===== src/rtl/sram_ctrl_pkg.sv =====
// Shared types and elaboration-time helpers for the SRAM cycle controller.
// Assumes all timing inputs are non-negative nanosecond integers.
package sram_ctrl_pkg;

    typedef enum logic [1:0] {
        ST_IDLE  = 2'd0,
        ST_WRITE = 2'd1,
        ST_READ  = 2'd2,
        ST_TURN  = 2'd3
    } seq_state_t;

    // Nanoseconds to clocks, rounded up; zero stays zero, nonzero gives >= 1.
    function automatic int unsigned ns_to_clk(input int unsigned t_ns, input int unsigned clk_ns);
        if (t_ns == 0) return 0;
        return (t_ns + clk_ns - 1) / clk_ns;
    endfunction

    function automatic int unsigned umax(input int unsigned a, input int unsigned b);
        return (a > b) ? a : b;
    endfunction

endpackage


===== src/rtl/sram_seq_fsm.sv =====
// Cycle sequencer: holds the operation state and the clock counter within it.
// Assumes WR_LEN, RD_LEN >= 1 and all lengths fit in CNT_W bits.
module sram_seq_fsm
    import sram_ctrl_pkg::*;
#(
    parameter int unsigned CNT_W    = 4,
    parameter int unsigned WR_LEN   = 14,
    parameter int unsigned RD_LEN   = 14,
    parameter int unsigned TURN_LEN = 5
) (
    input  logic             clk,
    input  logic             rst_n,
    input  logic             req,
    input  logic             wr,
    output seq_state_t       state,
    output logic [CNT_W-1:0] cnt,
    output logic             rdy,
    output logic             accept
);

    localparam logic [CNT_W-1:0] WR_LAST   = CNT_W'(WR_LEN - 1);
    localparam logic [CNT_W-1:0] RD_LAST   = CNT_W'(RD_LEN - 1);
    localparam logic [CNT_W-1:0] TURN_LAST = CNT_W'((TURN_LEN == 0) ? 0 : TURN_LEN - 1);

    assign rdy    = (state == ST_IDLE);
    assign accept = rdy && req;

    // Advance the operation state and its clock counter.
    always_ff @(posedge clk) begin
        if (!rst_n) begin
            state <= ST_IDLE;
            cnt   <= '0;
        end else begin
            case (state)
                ST_IDLE: begin
                    cnt <= '0;
                    if (req) state <= wr ? ST_WRITE : ST_READ;
                end
                ST_WRITE: begin
                    if (cnt == WR_LAST) begin
                        state <= ST_IDLE;
                        cnt   <= '0;
                    end else begin
                        cnt <= cnt + 1'b1;
                    end
                end
                ST_READ: begin
                    if (cnt == RD_LAST) begin
                        state <= (TURN_LEN == 0) ? ST_IDLE : ST_TURN;
                        cnt   <= '0;
                    end else begin
                        cnt <= cnt + 1'b1;
                    end
                end
                default: begin
                    if (cnt == TURN_LAST) begin
                        state <= ST_IDLE;
                        cnt   <= '0;
                    end else begin
                        cnt <= cnt + 1'b1;
                    end
                end
            endcase
        end
    end

    // a taken request always leaves idle on the next edge
    p_leave_idle_r2: assert property (@(posedge clk) disable iff (!rst_n)
        accept |=> !rdy);

endmodule


===== src/rtl/sram_pin_ctrl.sv =====
// Memory pin generator: latches the accepted address and data and decodes the
// strobes and the driver enable from the sequencer state. Strobes are a pure
// decode of registers, so they change only just after a clock edge.
// Assumes REL_LEN <= WE_LEN < WR_LEN and WE_LEN >= 1.
module sram_pin_ctrl
    import sram_ctrl_pkg::*;
#(
    parameter int unsigned ADDR_W  = 15,
    parameter int unsigned DATA_W  = 8,
    parameter int unsigned CNT_W   = 4,
    parameter int unsigned WE_LEN  = 12,
    parameter int unsigned REL_LEN = 5
) (
    input  logic              clk,
    input  logic              rst_n,
    input  logic              accept,
    input  logic [ADDR_W-1:0] host_addr,
    input  logic [DATA_W-1:0] host_wdata,
    input  seq_state_t        state,
    input  logic [CNT_W-1:0]  cnt,
    output logic [ADDR_W-1:0] mem_addr,
    output logic [DATA_W-1:0] mem_dq_out,
    output logic              mem_ce_n,
    output logic              mem_we_n,
    output logic              mem_oe_n,
    output logic              mem_dq_oe
);

    localparam logic [CNT_W-1:0] WE_END  = CNT_W'(WE_LEN);
    localparam logic [CNT_W-1:0] REL_BEG = CNT_W'(REL_LEN);

    // Hold the address and write data of the accepted request.
    always_ff @(posedge clk) begin
        if (!rst_n) begin
            mem_addr   <= '0;
            mem_dq_out <= '0;
        end else if (accept) begin
            mem_addr   <= host_addr;
            mem_dq_out <= host_wdata;
        end
    end

    // Decode the strobes and driver enable from state and counter.
    always_comb begin
        mem_ce_n  = !((state == ST_WRITE) || (state == ST_READ));
        mem_oe_n  = !(state == ST_READ);
        mem_we_n  = !((state == ST_WRITE) && (cnt < WE_END));
        mem_dq_oe = (state == ST_WRITE) && (cnt >= REL_BEG) && (cnt <= WE_END);
    end

    // output enable is high whenever the write strobe is low
    p_oe_off_in_write_r4: assert property (@(posedge clk) disable iff (!rst_n)
        !mem_we_n |-> mem_oe_n);

    // the driver is on only inside a selected cycle with output enable high
    p_drive_in_write_r5: assert property (@(posedge clk) disable iff (!rst_n)
        mem_dq_oe |-> (mem_oe_n && !mem_ce_n));

    // the address does not move while select stays low
    p_addr_hold_r3: assert property (@(posedge clk) disable iff (!rst_n)
        (!mem_ce_n && $past(!mem_ce_n)) |-> $stable(mem_addr));

endmodule


===== src/rtl/sram_rd_capture.sv =====
// Read capture: samples the memory data bus on the edge that closes the
// access window and raises a one-clock valid pulse.
// Assumes 1 <= CAP_AT <= read length used by the sequencer.
module sram_rd_capture
    import sram_ctrl_pkg::*;
#(
    parameter int unsigned DATA_W = 8,
    parameter int unsigned CNT_W  = 4,
    parameter int unsigned CAP_AT = 14
) (
    input  logic              clk,
    input  logic              rst_n,
    input  seq_state_t        state,
    input  logic [CNT_W-1:0]  cnt,
    input  logic [DATA_W-1:0] dq_in,
    output logic [DATA_W-1:0] rdata,
    output logic              rvalid
);

    localparam logic [CNT_W-1:0] CAP_CNT = CNT_W'(CAP_AT - 1);

    logic take;
    assign take = (state == ST_READ) && (cnt == CAP_CNT);

    // Register the sampled byte and the valid pulse.
    always_ff @(posedge clk) begin
        if (!rst_n) begin
            rdata  <= '0;
            rvalid <= 1'b0;
        end else begin
            rvalid <= take;
            if (take) rdata <= dq_in;
        end
    end

    // valid lasts exactly one clock
    p_valid_pulse_r7: assert property (@(posedge clk) disable iff (!rst_n)
        rvalid |=> !rvalid);

    // read data does not change while no capture occurs
    p_rdata_hold_r7: assert property (@(posedge clk) disable iff (!rst_n)
        !rvalid |=> (rvalid || $stable(rdata)));

endmodule


===== src/rtl/sram_cycle_ctrl.sv =====
// Top of the asynchronous SRAM cycle controller. Converts nanosecond timing
// parameters to clock counts and wires the sequencer, pin generator and read
// capture. Assumes the host keeps its request fields stable while strobing.
module sram_cycle_ctrl
    import sram_ctrl_pkg::*;
#(
    parameter int unsigned ADDR_W    = 15,
    parameter int unsigned DATA_W    = 8,
    parameter int unsigned CLK_NS    = 5,
    parameter int unsigned T_WC_NS   = 70,
    parameter int unsigned T_PWE_NS  = 50,
    parameter int unsigned T_AW_NS   = 60,
    parameter int unsigned T_SD_NS   = 30,
    parameter int unsigned T_RC_NS   = 70,
    parameter int unsigned T_AA_NS   = 70,
    parameter int unsigned T_DOE_NS  = 35,
    parameter int unsigned T_HZOE_NS = 25
) (
    input  logic              clk,
    input  logic              rst_n,
    input  logic              host_req,
    input  logic              host_wr,
    input  logic [ADDR_W-1:0] host_addr,
    input  logic [DATA_W-1:0] host_wdata,
    output logic              host_rdy,
    output logic [DATA_W-1:0] host_rdata,
    output logic              host_rvalid,
    output logic              mem_ce_n,
    output logic              mem_we_n,
    output logic              mem_oe_n,
    output logic [ADDR_W-1:0] mem_addr,
    output logic [DATA_W-1:0] mem_dq_out,
    output logic              mem_dq_oe,
    input  logic [DATA_W-1:0] mem_dq_in
);

    localparam int unsigned N_WC   = ns_to_clk(T_WC_NS, CLK_NS);
    localparam int unsigned N_PWE  = ns_to_clk(T_PWE_NS, CLK_NS);
    localparam int unsigned N_AW   = ns_to_clk(T_AW_NS, CLK_NS);
    localparam int unsigned N_SD   = ns_to_clk(T_SD_NS, CLK_NS);
    localparam int unsigned N_RC   = ns_to_clk(T_RC_NS, CLK_NS);
    localparam int unsigned N_AA   = ns_to_clk(T_AA_NS, CLK_NS);
    localparam int unsigned N_DOE  = ns_to_clk(T_DOE_NS, CLK_NS);
    localparam int unsigned N_HZ   = ns_to_clk(T_HZOE_NS, CLK_NS);
    localparam int unsigned WE_LEN = umax(umax(N_PWE, N_AW), umax(N_HZ + N_SD, 1));
    localparam int unsigned WR_LEN = umax(N_WC, WE_LEN + 1);
    localparam int unsigned CAP_AT = umax(umax(N_AA, N_DOE), 1);
    localparam int unsigned RD_LEN = umax(N_RC, CAP_AT);
    localparam int unsigned CNT_W  = $clog2(umax(umax(WR_LEN, RD_LEN), N_HZ) + 1);

    seq_state_t       state;
    logic [CNT_W-1:0] cnt;
    logic             accept;

    sram_seq_fsm #(
        .CNT_W(CNT_W), .WR_LEN(WR_LEN), .RD_LEN(RD_LEN), .TURN_LEN(N_HZ)
    ) seq_i (
        .clk(clk), .rst_n(rst_n), .req(host_req), .wr(host_wr),
        .state(state), .cnt(cnt), .rdy(host_rdy), .accept(accept)
    );

    sram_pin_ctrl #(
        .ADDR_W(ADDR_W), .DATA_W(DATA_W), .CNT_W(CNT_W),
        .WE_LEN(WE_LEN), .REL_LEN(N_HZ)
    ) pins_i (
        .clk(clk), .rst_n(rst_n), .accept(accept),
        .host_addr(host_addr), .host_wdata(host_wdata),
        .state(state), .cnt(cnt),
        .mem_addr(mem_addr), .mem_dq_out(mem_dq_out),
        .mem_ce_n(mem_ce_n), .mem_we_n(mem_we_n),
        .mem_oe_n(mem_oe_n), .mem_dq_oe(mem_dq_oe)
    );

    sram_rd_capture #(
        .DATA_W(DATA_W), .CNT_W(CNT_W), .CAP_AT(CAP_AT)
    ) cap_i (
        .clk(clk), .rst_n(rst_n), .state(state), .cnt(cnt),
        .dq_in(mem_dq_in), .rdata(host_rdata), .rvalid(host_rvalid)
    );

    // standby pins whenever the block is ready
    p_standby_r1: assert property (@(posedge clk) disable iff (!rst_n)
        host_rdy |-> (mem_ce_n && mem_we_n && mem_oe_n && !mem_dq_oe));

    // the driver is still on in the clock where the write strobe rises
    p_hold_past_we_r5: assert property (@(posedge clk) disable iff (!rst_n)
        $rose(mem_we_n) |-> mem_dq_oe);

    // a read never pulses the write strobe
    p_read_no_we_r6: assert property (@(posedge clk) disable iff (!rst_n)
        !mem_oe_n |-> (mem_we_n && !mem_dq_oe));

endmodule


===== config.mk =====
export PLATFORM = sky130hd
export DESIGN_NAME = sram_cycle_ctrl
export DESIGN_NICKNAME = d
export VERILOG_FILES = /design/src/rtl/sram_ctrl_pkg.sv /design/src/rtl/sram_seq_fsm.sv /design/src/rtl/sram_pin_ctrl.sv /design/src/rtl/sram_rd_capture.sv /design/src/rtl/sram_cycle_ctrl.sv
export SDC_FILE = /design/constraint.sdc
export NUM_CORES = 1
export LEC_CHECK = 0
export ABC_CLOCK_PERIOD_IN_PS = 1700
export BUFFER_PORTS_ARGS = -buffer_cell sky130_fd_sc_hd__buf_2
export CORE_MARGIN = 2
export CORE_UTILIZATION = 42
export CTS_CLUSTER_SIZE = 10
export DETAILED_ROUTE_END_ITERATION = 10
export GPL_ROUTABILITY_DRIVEN = 1
export HOLD_SLACK_MARGIN = 0.05
export PLACE_DENSITY = 0.73
export SETUP_SLACK_MARGIN = 0.02
export SLEW_MARGIN = 20
export SYNTH_ARGS = -nofsm -noshare
export SYNTH_HDL_FRONTEND = slang
export SYNTH_HIERARCHICAL = 1
export SYNTH_SLANG_ARGS = --single-unit

===== constraint.sdc =====
create_clock -name clk -period 1.7 [get_ports clk]
set_clock_uncertainty 0.05 [all_clocks]
set_input_delay 0.085 -clock clk [delete_from_list [all_inputs] [get_ports clk]]
set_output_delay 0.085 -clock clk [all_outputs]
set_load 0.01 [all_outputs]

Yosys cells after proc, flatten, opt, wreduce, memory -nomap -nowiden --
Index checks and enable logic that the tools add are counted.
Cells by class: equality and inequality tests 7, muxes and demuxes 9, add/sub/neg operators 1, $lt $le $gt $ge 3, reduce and logical (&&, ||, !) cells 13
Operators with widths (count):
- $mux W2 | 5
- $mux W4 | 2
- $pmux W4 S2 | 1
- $pmux W2 S3 | 1
- $logic_and A1 B1 Y1 | 5
- $add A4 B1 Y4 const B | 1
- $eq A4 B3 Y1 const B | 1
- $eq A4 B4 Y1 const B | 1
- $ge A4 B3 Y1 const B | 1
- $le A4 B4 Y1 const B | 1
- $lt A4 B4 Y1 const B | 1
- $ne A2 B2 Y1 const B | 2
- $reduce_and A4 Y1 | 1
- $reduce_bool A4 Y1 | 1
- $logic_not A1 Y1 | 3
- $eq A2 B1 Y1 const B | 1
- $eq A2 B2 Y1 const B | 1
- $logic_not A2 Y1 | 1
- $ne A2 B1 Y1 const B | 1
- $reduce_or A2 Y1 | 1
- $logic_or A1 B1 Y1 | 1
Word-level totals: output and inout bits 37, input bits 35, register bits 38, logic and storage cells 39

Depth between registers and ports, before layout --
depth in word-level cells 3, depth in mapped cells 7, gate-level depth less buffers 5

Modules after synthesis --
The synthesis kept the hierarchy.
By module, submodules not included:
- sram_pin_ctrl | cells an instance 85, sequential area each 460.4 µm², area an instance 962.2 µm², instances 1
- sram_seq_fsm | cells an instance 42, sequential area each 120.1 µm², area an instance 387.9 µm², instances 1
- sram_rd_capture | cells an instance 39, sequential area each 180.2 µm², area an instance 369.1 µm², instances 1

Worst setup path after synthesis --
OpenSTA, ideal clock, no wires.
path type reg-to-reg, start point register seq_i.state[0], end point register seq_i.state[0], path buffers 0, required time 1.555 ns, period minus slack after synthesis 1.623 ns, slack 0.077 ns, library setup time 0.095 ns, arrival time 1.478 ns, stages on the path, launching flop included 6, cells stage by stage dfxtp_1 > inv_1 > ha_1 > or2_1 > a221o_1 > a221oi_1
Between the ends: cells in the longest elaborated chain, start to end 3, elaborated cells on any way between the ends 9, those cells by class 5 x eq/ne; 1 x mux; 3 x reduce/logical
Ends and longest elaborated chain:
- start, declared | RTL line sram_seq_fsm.sv:15 | output seq_state_t state,
- start signal, assigned | RTL line sram_seq_fsm.sv:37 | if (req) state <= wr ? ST_WRITE : ST_READ;
- start signal, assigned | RTL line sram_seq_fsm.sv:49 | state <= (TURN_LEN == 0) ? ST_IDLE : ST_TURN;
- $eq A2 B2 Y1 (tied with other cells) | RTL line sram_seq_fsm.sv:34 | case (state)
- $ne A2 B2 Y1 (no source line) (tied with other cells)
- $reduce_and A4 Y1 (no source line)
Parallel ways exist; a longest one is shown, timed or not. A chain may end at the register's enable or synchronous reset.

Final worst setup path --
start point register seq_i.state[1], end point register seq_i.state[0]
The elaborated chain is that of the path after synthesis.

==> reports/results.ini <==
[placement]
pre_cts_ws_ns=0.08540
gp_congestion=0.7505
io_buffer_count=71
hpwl_mm=2.488

[yosys]
ys_types=27
synthFlopType=dfxtp_1
synth_top_family_by_area=simple AND/OR/NAND/NOR gates
synth_xor_xnor_area_share_pct=1.019
yosys.area_share.adder_pct=6.550
synth_seq_cells=38
synthSimpleGateAreaFrac_pct=19.00
yosysWarnings=6
syn_nets=210
synthCells=166
syn_avg_cell_area_um2=10.36
ys_seq_area_share_pct=44.25
synthArstFlopShare_pct=0
syn_area_um2=1719
synth_edf_count=0
synth_mux_area_share_pct=18.63
synth_compound_gate_area_share_pct=3.930

[min_path]
hp-class=in2reg
hold_depth=3
min_from=host_wr
holdPathEnd=seq_i/state[0]

[timing]
finalSetupTns_ns=0
layout_setup_ws_ns=0.09393
post-route-min-period_ns=1.606
worst_slew_pin_slew_ns=0.4804
relSlewSlack_pct=67.63
timing.final.max_slew_violations=0
setup_violations=0
rsz0062_at_grt=no
fmax_mhz=622.6
post-route-period-util_pct=94.47
hold_viol_final=0

[detailed_routing]
routed_wl_mm=3.956
drt-pass1-iter-count=4
via_per_inst=4.629
drc=0
num_vias=1509
wl_per_cell_um=12.13
antenna_left=0
drt_iter0_drc=88

[worst_setup_path]
worst_path_max_delay_cell=a221o_1
r2r_start=seq_i/state[1]
worstSetupEndpointType=flop
cp_num_buf_inv=1
crit_chain=inv_1 > ha_1 > nor2_1 > a221o_1 > a221oi_2
rr_endpoint=seq_i/state[0]
max_stage_delay_ns=0.40
crit_type=reg2reg
arrival_ns=1.75
startpoint_type=flop
r2r_slack_ns=0.09
cpLargestDelayFamily=compound AO/OA/AOI/OAI gates
cp.required_ns=1.84
cp_max_fo=3
rr_worst_depth=5

[grt]
grt_pass1_wl_mm=6.203
grtUsageTotal_pct=18.15
grt_pass1_vias=1438
antenna_found_initial=0
gr-total-overflow=0
grt_max_degree=38

[status]
status=finished, final reports clean

[die]
die_area_um2=4621
boundaryPins=72
fp.dieW_um=67.98
num_rows=23
coreArea_um2=3971
dieHeight_um=67.98
start_util_pct=43.29

[clock_network]
cts_buffer_depth=2
cts_root_buf=clkbuf_8
clkLatencyLatePin_ns=0.28
clk_pin_slew_ns=0.07
cts_tree=built
cts_buffers=5
h-tree-depth=2
cts_sinks=38

[flow_run]
maxCapViolations=0

[power]
leakagePower_nw=1.174
p_per_area_nw_per_um2=1140
ir_worst_vdd_uv=793.6

[final_layout]
post_route_cells_drive_above_1_share_pct=33.33
nNetsFinal=319
area_growth_pct=48.62
nFillCells=314
antenna_cells=0

## layout by cell type (no fill, tap or decap), types with 3 or more instances in the layout
cell            n
ha_1            8
mux2i_1        32
dlygate4sd3_1  32
dfxtp_1        36
buf_4           6
buf_2          71
nand2_1        19
nand3b_1        3
inv_1           9
clkbuf_8        6
nor3_1          3
nor2b_1        24
## worst min-delay path, stage by stage
cell      delay, ns
buf_2          0.09
a221oi_1       0.09
a221oi_2       0.19
## stage by stage
stage | hold slack, ns | util, % | instances | total power (W) | area [um2]
6_report | 0.1888 | 64.34 | 326 | 0.002913 | 2555
5_1_grt | 0.2061 | 64.34 | 326 | 0.003117 | 2555
4_1_cts | 0.1932 | 63.89 | 326 | 0.002881 | 2537
3_5_place_dp | 0.2911 | 53.43 | 286 | 0.002187 | 2122
3_3_place_gp | 0.2871 | 53.43 | 286 | 0.002161 | 2122
2_1_floorplan | 0.1632 | - | 166 | 0.001923 | 1719
## worst max path at each step
stage               slack [ns]           start  cells after the start             end
floorplan                 0.08  seq_i/state[0]                      5  seq_i/state[0]
global placement          0.11  seq_i/state[0]                      5  seq_i/state[0]
detailed placement        0.09  seq_i/state[1]                      5  seq_i/state[1]
CTS                       0.06  seq_i/state[1]                      5  seq_i/state[1]
global route             0.005  seq_i/state[1]                      5  seq_i/state[0]
finish                    0.09  seq_i/state[1]                      5  seq_i/state[0]
## layer usage
metal / vias up / global-route usage [%] / routed length [um]
met5: - / 0 / 0
met4: 0 / 10.50 / 96
met3: 10 / 4.276 / 210
met2: 48 / 33.37 / 2030
met1: 682 / 18.55 / 1618
li1: 769 / - / -
## power by group
part | internal, W | switching (W) | leakage [nW] | total (W)
clock | 0.000326 | 0.000300 | 0.0472 | 0.000625
sequential | 0.00102 | 0.0000762 | 0.311 | 0.00110
combinational | 0.000593 | 0.000599 | 0.816 | 0.00119
## cell usage after synthesis (3+ instances only)
library cell / instances / area, um2
ha_1: 9 / 112.6
mux2i_1: 32 / 320.3
nand3b_1: 3 / 22.52
nand2_1: 19 / 71.32
nor3_1: 3 / 15.01
dfxtp_1: 38 / 760.7
nor2b_1: 24 / 150.1
a221oi_1: 4 / 35.03
inv_1: 9 / 33.78
## cell families (layout without fill, tap and decap cells)
group | after synthesis | count (layout)
and+or+nand+nor | 59 | 59
xor gates and xnor gates | 2 | 2
DFF | 38 | 38
adders and majority gates | 9 | 9
buffers and inverters | 17 | 127
muxes | 32 | 32
AOI/OAI and AO/OA | 9 | 9
## flip-flops by register name (all words and copies together) (netlist names)
| name | cells |
|---|---|
| pins_i/mem_addr | 15 |
| seq_i/cnt | 4 |
| cap_i/rdata | 8 |
| pins_i/mem_dq_out | 8 |
| cap_i/rvalid | 1 |
| seq_i/state | 2 |
## layout make-up
type                    count  area [um2]  area share (%)
inverters                   9       33.78           1.322
flip-flops and latches     38       763.2           29.87
clock inverters             2       12.51          0.4897
clock buffers               6       82.58           3.232
well taps                  50       62.56           2.449
repair buffers            110       740.7           28.99
multi-input cells         111       859.6           33.64
## timing repair
item / in CTS / in global routing
hold buffers: 32 / 0
setup endpoints to repair: 0 / 2
buffers inserted: 0 / 0
hold endpoints to repair: 33 / 0
resized for setup: 0 / 5
No activity file was read; power rests on OpenSTA's default activity.
